$ cat src/rtl/bwseq_pkg.sv
package bwseq_pkg;

    typedef enum logic [1:0] {
        BW_HOLD   = 2'b00,
        BW_NARROW = 2'b01,
        BW_MEDIUM = 2'b10,
        BW_WIDE   = 2'b11
    } bw_code_e;

    typedef enum logic [2:0] {
        PH_IDLE        = 3'd0,
        PH_WINDOW      = 3'd1,
        PH_FIXED_WIDE  = 3'd2,
        PH_SEARCH_WIDE = 3'd3,
        PH_MEDIUM      = 3'd4
    } phase_e;

endpackage

$ cat src/rtl/bwseq_bit_counter.sv
module bwseq_bit_counter #(
    parameter int CNT_W = 5
) (
    input  logic             clk,
    input  logic             rst,
    input  logic             clr,
    input  logic             inc,
    output logic [CNT_W-1:0] cnt_o
);

    typedef struct packed {
        logic [CNT_W-1:0] cnt;
    } cnt_state_t;

    cnt_state_t st_d, st_q;

    always_comb begin
        st_d = st_q;
        if (clr) begin
            st_d.cnt = '0;
        end else if (inc) begin
            st_d.cnt = st_q.cnt + 1'b1;
        end
    end

    always_ff @(posedge clk) begin
        if (rst) begin
            st_q <= '0;
        end else begin
            st_q <= st_d;
        end
    end

    assign cnt_o = st_q.cnt;


    hold_when_idle_chk: assert property (@(posedge clk) disable iff (rst)
        (!clr && !inc) |=> (cnt_o == $past(cnt_o)));

endmodule

$ cat src/rtl/bwseq_phase_ctl.sv
module bwseq_phase_ctl
    import bwseq_pkg::*;
#(
    parameter int WIN_BITS  = 14,
    parameter int WIDE_BITS = 16,
    parameter int MED_BITS  = 30,
    parameter int CNT_W     = 5
) (
    input  logic             clk,
    input  logic             rst,
    input  logic             bit_stb,
    input  logic             rx_en,
    input  logic             acq_cmd,
    input  logic             srch_start,
    input  logic             sync_found,
    input  logic [CNT_W-1:0] cnt_i,
    output logic             cnt_clr,
    output logic             cnt_inc,
    output phase_e           phase_o
);

    localparam logic [CNT_W-1:0] WIN_LAST  = CNT_W'(WIN_BITS - 1);
    localparam logic [CNT_W-1:0] WIDE_LAST = CNT_W'(WIDE_BITS - 1);
    localparam logic [CNT_W-1:0] MED_LAST  = CNT_W'(MED_BITS - 1);
    localparam logic [CNT_W-1:0] WIN_LIM   = CNT_W'(WIN_BITS);
    localparam logic [CNT_W-1:0] MED_LIM   = CNT_W'(MED_BITS);

    typedef struct packed {
        phase_e phase;
    } ctl_state_t;

    ctl_state_t st_d, st_q;

    always_comb begin
        st_d    = st_q;
        cnt_clr = 1'b0;
        cnt_inc = 1'b0;
        if (!rx_en) begin
            st_d.phase = PH_IDLE;
            cnt_clr    = 1'b1;
        end else if (acq_cmd) begin
            st_d.phase = PH_WINDOW;
            cnt_clr    = 1'b1;
        end else begin
            unique case (st_q.phase)
                PH_IDLE: begin
                    cnt_clr = 1'b1;
                end
                PH_WINDOW: begin
                    if (srch_start) begin
                        st_d.phase = PH_SEARCH_WIDE;
                        cnt_clr    = 1'b1;
                    end else if (bit_stb) begin
                        cnt_inc = 1'b1;
                        if (cnt_i == WIN_LAST) begin
                            st_d.phase = PH_FIXED_WIDE;
                        end
                    end
                end
                PH_FIXED_WIDE: begin
                    if (bit_stb) begin
                        if (cnt_i == WIDE_LAST) begin
                            st_d.phase = PH_MEDIUM;
                            cnt_clr    = 1'b1;
                        end else begin
                            cnt_inc = 1'b1;
                        end
                    end
                end
                PH_SEARCH_WIDE: begin
                    if (sync_found) begin
                        st_d.phase = PH_MEDIUM;
                        cnt_clr    = 1'b1;
                    end
                end
                PH_MEDIUM: begin
                    if (bit_stb) begin
                        if (cnt_i == MED_LAST) begin
                            st_d.phase = PH_IDLE;
                            cnt_clr    = 1'b1;
                        end else begin
                            cnt_inc = 1'b1;
                        end
                    end
                end
                default: begin
                    st_d.phase = PH_IDLE;
                    cnt_clr    = 1'b1;
                end
            endcase
        end
    end

    always_ff @(posedge clk) begin
        if (rst) begin
            st_q.phase <= PH_IDLE;
        end else begin
            st_q <= st_d;
        end
    end

    assign phase_o = st_q.phase;


    tx_abort_chk: assert property (@(posedge clk) disable iff (rst)
        !rx_en |=> (phase_o == PH_IDLE));


    acq_start_chk: assert property (@(posedge clk) disable iff (rst)
        (rx_en && acq_cmd) |=> (phase_o == PH_WINDOW && cnt_i == '0));


    no_stb_freeze_chk: assert property (@(posedge clk) disable iff (rst)
        (rx_en && !acq_cmd && !bit_stb &&
         (phase_o == PH_MEDIUM || phase_o == PH_FIXED_WIDE))
        |=> ($stable(phase_o) && $stable(cnt_i)));


    found_to_medium_chk: assert property (@(posedge clk) disable iff (rst)
        (rx_en && !acq_cmd && phase_o == PH_SEARCH_WIDE && sync_found)
        |=> (phase_o == PH_MEDIUM && cnt_i == '0));


    window_bound_chk: assert property (@(posedge clk) disable iff (rst)
        (phase_o == PH_WINDOW) |-> (cnt_i < WIN_LIM));


    medium_bound_chk: assert property (@(posedge clk) disable iff (rst)
        (phase_o == PH_MEDIUM) |-> (cnt_i < MED_LIM));


    late_search_ignored_chk: assert property (@(posedge clk) disable iff (rst)
        (rx_en && !acq_cmd && phase_o == PH_FIXED_WIDE)
        |=> (phase_o != PH_SEARCH_WIDE));

endmodule

$ cat src/rtl/bwseq_code_sel.sv
module bwseq_code_sel
    import bwseq_pkg::*;
(
    input  phase_e     phase_i,
    input  logic [1:0] bw_reg_i,
    output logic [1:0] bw_o,
    output logic       active_o
);

    bw_code_e code_d;

    always_comb begin
        unique case (phase_i)
            PH_WINDOW, PH_FIXED_WIDE, PH_SEARCH_WIDE: code_d = BW_WIDE;
            PH_MEDIUM:                                code_d = BW_MEDIUM;
            default:                                  code_d = bw_code_e'(bw_reg_i);
        endcase
    end

    assign bw_o     = code_d;
    assign active_o = (phase_i != PH_IDLE);

endmodule

$ cat src/rtl/clkrec_bw_sequencer.sv
module clkrec_bw_sequencer
    import bwseq_pkg::*;
#(
    parameter int WIN_BITS  = 14,
    parameter int WIDE_BITS = 16,
    parameter int MED_BITS  = 30
) (
    input  logic       clk,
    input  logic       rst,
    input  logic       bit_stb,
    input  logic       tx_mode,
    input  logic [1:0] bw_reg,
    input  logic       acq_cmd,
    input  logic       srch_start,
    input  logic       sync_found,
    output logic [1:0] bw_out,
    output logic       acq_active
);

    localparam int MAX_BITS = (WIDE_BITS > MED_BITS) ? WIDE_BITS : MED_BITS;
    localparam int CNT_W    = $clog2(MAX_BITS + 1);

    logic             cnt_clr;
    logic             cnt_inc;
    logic [CNT_W-1:0] cnt;
    phase_e           phase;

    bwseq_bit_counter #(
        .CNT_W (CNT_W)
    ) u_cnt (
        .clk   (clk),
        .rst   (rst),
        .clr   (cnt_clr),
        .inc   (cnt_inc),
        .cnt_o (cnt)
    );

    bwseq_phase_ctl #(
        .WIN_BITS  (WIN_BITS),
        .WIDE_BITS (WIDE_BITS),
        .MED_BITS  (MED_BITS),
        .CNT_W     (CNT_W)
    ) u_ctl (
        .clk        (clk),
        .rst        (rst),
        .bit_stb    (bit_stb),
        .rx_en      (!tx_mode),
        .acq_cmd    (acq_cmd),
        .srch_start (srch_start),
        .sync_found (sync_found),
        .cnt_i      (cnt),
        .cnt_clr    (cnt_clr),
        .cnt_inc    (cnt_inc),
        .phase_o    (phase)
    );

    bwseq_code_sel u_sel (
        .phase_i  (phase),
        .bw_reg_i (bw_reg),
        .bw_o     (bw_out),
        .active_o (acq_active)
    );


    idle_follow_chk: assert property (@(posedge clk) disable iff (rst)
        !acq_active |-> (bw_out == bw_reg));


    wide_phase_chk: assert property (@(posedge clk) disable iff (rst)
        (phase == PH_WINDOW || phase == PH_FIXED_WIDE || phase == PH_SEARCH_WIDE)
        |-> (bw_out == 2'b11 && acq_active));


    tx_blocks_cmd_chk: assert property (@(posedge clk) disable iff (rst)
        (tx_mode && acq_cmd) |=> !acq_active);

endmodule

$ cat config.mk
export PLATFORM = sky130hd
export DESIGN_NAME = clkrec_bw_sequencer
export DESIGN_NICKNAME = d
export VERILOG_FILES = /design/src/rtl/bwseq_pkg.sv /design/src/rtl/bwseq_bit_counter.sv /design/src/rtl/bwseq_phase_ctl.sv /design/src/rtl/bwseq_code_sel.sv /design/src/rtl/clkrec_bw_sequencer.sv
export SDC_FILE = /design/constraint.sdc
export NUM_CORES = 1
export LEC_CHECK = 0
export ABC_AREA = 1
export BUFFER_PORTS_ARGS = -buffer_cell sky130_fd_sc_hd__buf_2
export CORE_MARGIN = 2
export CORE_UTILIZATION = 40
export DETAILED_ROUTE_END_ITERATION = 8
export PLACE_DENSITY_LB_ADDON = 0.3
export SYNTH_ARGS = -nofsm -noshare
export SYNTH_HDL_FRONTEND = slang
export SYNTH_HIERARCHICAL = 1
export SYNTH_SLANG_ARGS = --single-unit
$ cat constraint.sdc
create_clock -name clk -period 2.6 [get_ports clk]
set_clock_uncertainty 0.2 [all_clocks]
set_input_delay 0 -clock clk [delete_from_list [all_inputs] [get_ports clk]]
set_output_delay 0 -clock clk [all_outputs]
set_load 0.005 [all_outputs]
# After elaboration in Yosys (flattened, before gate mapping)
# Cells that the tools add are included.
# Widths: inputs -> output; s select.
# word_totals
regBits	8
input_bits	9
out_inout_bits	3
wordCells	64
# op_classes
n_addsub	1
n_eq_ne	22
mux	29
bitwise_logic	1
n_reduce_logical	8
# op_table
op	n
$mux 3	8
$mux 1	17
$reduce_and 8->1	2
$pmux 3 s5	1
$ne 3x3->1 const B	4
$eq 5x4->1 const B	2
$ne 3x2->1 const B	3
$ne 2x2->1 const B	4
$eq 3x2->1 const B	2
$reduce_or 3->1	2
$add 5x1->5 const B	1
$eq 5x5->1 const B	1
$ne 2x1->1 const B	2
$ne 4x3->1 const B	1
$ne 4x4->1 const B	1
$pmux 1 s4	1
$pmux 2 s2	1
$reduce_or 2->1	2
$eq 3x1->1 const B	1
$eq 3x3->1 const B	1
$logic_not 3->1	1
$pmux 1 s3	1
$reduce_bool 3->1	1
$not 1->1	1

# Depth between registers and ports, before layout
# logic_depth
word_depth	7
depth_mapped	14
mapped_depth_nobuf	14

# Cells and area by module
# Netlist, hierarchy kept.
# modules_own_cells
mod	n_inst	cells_each	area_each_um2	seq_area_each_um2
bwseq_phase_ctl	1	81	382.9	60.1
bwseq_bit_counter	1	29	211.5	100.1
bwseq_code_sel	1	9	38.8	0.0
clkrec_bw_sequencer	1	1	3.8	0.0

# Least setup slack after synthesis
# No wires, ideal clock.
# synth_timing
path_kind	reg2reg
from	reg u_ctl/phase_o[2] (netlist name)
to	reg u_cnt.st_q, in the netlist u_cnt/cnt_o[0]
setup_time_ns	0.070
arrival_time_ns	1.392
required_ns	2.330
path_slack_ns	0.938
stages_incl_launch_ff	11
n_path_buf	0
synth_period_minus_slack_ns	1.662
path_cell_list	dfxtp_1 inv_1 nand3_1 inv_1 a21oi_1 nand2_1 nor2_1 nand2_1 nor2_1 o21ai_0 a21oi_1
# synth_via
elab_chain_len	5
elab_cells_between_ends	11
cone_classes	4 x eq/ne; 6 x mux; 1 x reduce/logical
# synth_rtl
element	line	text
$eq 3x3->1, or another cell as far along	bwseq_phase_ctl.sv:45	unique case (st_q.phase)
$pmux 1 s4 *	bwseq_phase_ctl.sv:45	
$mux 1 *	bwseq_phase_ctl.sv:41	end else if (acq_cmd) begin
$mux 1 *	bwseq_phase_ctl.sv:38	if (!rx_en) begin
via cnt_clr	clkrec_bw_sequencer.sv:23	logic cnt_clr;
$reduce_or 2->1 (no source line) *	n/a	
to (signal assigned)	bwseq_bit_counter.sv:30	st_q <= st_d;
to (decl)	bwseq_bit_counter.sv:15	cnt_state_t st_d, st_q;
# Mark *: on every way through the listed nets, which the timed path passes. The rest lies on a longest branch.
# A chain may end at the register's enable or synchronous reset.

# Worst setup path after layout
# layout_timing
from	reg u_ctl/phase_o[0] (netlist name)
to	reg u_ctl/phase_o[0] (netlist name)
# layout_via
elab_chain_len	3
elab_cells_between_ends	16
cone_classes	12 x eq/ne; 2 x mux; 2 x reduce/logical
# layout_rtl
element	line
$eq 3x1->1, or another cell as far along	bwseq_phase_ctl.sv:45
$ne 4x3->1 (no source line), or another cell as far along	n/a
$reduce_and 8->1 (no source line) / $mux 1 (equally long branches)	n/a
# Parallel ways exist; a longest one is shown, timed or not.

==> results_dict.tcl <==
set metrics [dict create \
    status "finished, final reports clean" \
    path_class "reg -> reg" \
    slew_headroom_pct 79.9 \
    drive_above_1_share_pct 14.4 \
    wire_per_inst_um 9.56 \
    grt_use_met1_pct 22.5 \
    ys_types 13 \
    multi_input_area_um2 398 \
    cts_tree "built" \
    syn_avg_cell_area_um2 5.31 \
    cp-startpoint "u_ctl/phase_o[0]" \
    worstMarginPinSlew_ns 0.302 \
    clk_pin_slew_worst_paths_ns 0.06 \
    drv_cap 0 \
    area_growth_pct 23.2 \
    period_share_pct 83.8 \
    detail-route-antenna-nets 0 \
    ioPinCount 12 \
    ys_seq_area_share_pct 25.1 \
    vias 744 \
    initial_utilization_pct 42.3 \
    startpoint_type "flip-flop" \
    tns_ns 0 \
    die_h_um 43.9 \
    hp-class "in -> reg" \
    worstSkewPairLatency_ns 0.25 \
    routabilityCongestion 0.859 \
    fin_nets 151 \
    diodes 0 \
    min_to "u_cnt/cnt_o[3]" \
    clkSinkCount 8 \
    max_freq_mhz 459 \
    p_leak_nw 0.379 \
    regToRegStartpoint "u_ctl/phase_o[0]" \
    synth_nets 130 \
    synth-seq-cells 8 \
    place_ws_ns 0.708 \
    grt.overflow.total 0 \
    fin_ws_ns 0.421 \
    firstDrtPassIters 4 \
    grt_use_met3_pct 1.67 \
    finalHoldViolations 0 \
    final_common_cell "nand2_1" \
    yosys_warnings 6 \
    crit_arrival_ns 2.12 \
    antenna_found_initial 0 \
    drt-total-wl_um 1480 \
    path_max_fanout 8 \
    hold_depth 6 \
    powerDensity_nw_per_um2 363 \
    rsz0062_at_grt "false" \
    via_per_inst 4.80 \
    hp-start "bit_stb" \
    grt_use_total_pct 17.4 \
    hpwlAfterDp_um 1030 \
    grtUsageMet2_pct 27.6 \
    nFillCells 166 \
    ff2ff_path_depth 10 \
    mostFrequentLayoutCells "nand2_1, nor2_1, inv_1, nand3_1, buf_2" \
    grt-busiest-layer "met2" \
    r2r_slack_ns 0.42 \
    endpoint_kind "flip-flop" \
    crit_required_ns 2.54 \
    synth_cells 120 \
    grt_pass1_vias 613 \
    report.final.slew_viol_count 0 \
    peakVddDrop_mv 0.259 \
    synthTopCellsByArea "dfxtp_1, nand2_1, nor2_1" \
    synth_largest_area_cell "dfxtp_1" \
    tritoncts.num_buffers 3 \
    worst_r2r_endpoint "u_ctl/phase_o[0]" \
    finalPower_w 0.000284 \
    synth_top_area_share_pct 25.1 \
    route.detailed.drc 0 \
    portBuffers 11 \
    grt_max_degree 9 \
    htree_levels 1 \
    die_w_um 43.9 \
    grt_pass1_wl_um 2490 \
    core.rowCount 14 \
    drt_iter0_drc 36 \
    clock_path_buffers 2 \
    period_needed_ns 2.18 \
    syn_area_um2 637 \
    post_cts_buffers 0 \
    ff_latch_area_um2 160 \
    core_area_um2 1510 \
    cts_root_buf "clkbuf_4" \
    finalSetupViolations 0 \
    die_area_um2 1930 \
]
## state kept, by name, indices dropped and copies added, names as in the netlist
register       flops
u_ctl/phase_o      3
u_cnt/cnt_o        5
## worst max path at each step
| stage | end | slack [ns] | depth (start not counted) |
|---|---|---|---|
| 3_5_place_dp | u_cnt/cnt_o[1] | 0.71 | 10 |
| 3_3_place_gp | u_cnt/cnt_o[4] | 0.74 | 13 |
| 4_1_cts | u_ctl/phase_o[0] | 0.45 | 10 |
| 2_1_floorplan | u_cnt/cnt_o[0] | 0.94 | 10 |
| 6_report | u_ctl/phase_o[0] | 0.42 | 10 |
| 5_1_grt | u_ctl/phase_o[0] | 0.30 | 10 |
## logic make-up after synthesis
group | count (synthesis) | share of synthesized area [%]
buffers and inverters | 21 | 12.4
AOI/OAI and AO/OA | 9 | 7.07
adders and majority gates | 1 | 1.96
and+or+nand+nor | 81 | 53.4
DFF | 8 | 25.1
## metrics by stage
stage / util (%) / hold WS [ns] / area, um2 / cells
after floorplan: - / -0.109 / 637 / 120
after global placement: 47.3 / 0.0526 / 712 / 147
after detailed placement: 47.3 / 0.0545 / 712 / 147
after CTS: 52.1 / 0.00378 / 785 / 155
after global routing: 52.1 / 0.0648 / 785 / 155
final: 52.1 / 0.0121 / 785 / 155
## final cells by class
type	instances	area share [%]
inverters	21	10.0
flip-flops and latches	8	20.4
repair buffers	16	13.4
well taps	16	2.55
multi-input cells	91	50.7
clock buffers	3	2.87
## power breakdown
part	internal, W	switching, W	leakage, nW
Clock	0.0000530	0.0000440	0.0138
Combinational	0.0000273	0.0000323	0.300
Sequential	0.000124	0.00000355	0.0646
## cell usage after synthesis, drive strengths merged
library cell	n
nand2	33
nor2	30
inv	21
nand3	14
dfxtp	8
a21oi	5
o21ai	4
nor3	3
ha	1
or2	1
## layer usage
layer / part of all wire (%) / wire length [um] / vias to the layer above
li1: - / - / 408
met1: 48 / 712 / 302
met2: 43 / 644 / 32
met3: 7.8 / 116 / 2
met4: 0.67 / 10 / 0
met5: 0 / 0 / -
## critical path: stages (launching register included)
cell and delay [ns]:
dfxtp_1 0.49, inv_1 0.10, nand2_1 0.09, nor2_1 0.05, nor2_2 0.12, nand2_1 0.06, nor2_1 0.18, nand3_1 0.11
nand2_1 0.07, dlygate4sd3_1 0.54, nor2_1 0.06
## what timing repair did
action                    CTS  global route
hold buffers                5             0
resized for setup           0             0
hold endpoints to repair    8             0
No activity file was read; power rests on OpenSTA's default activity.
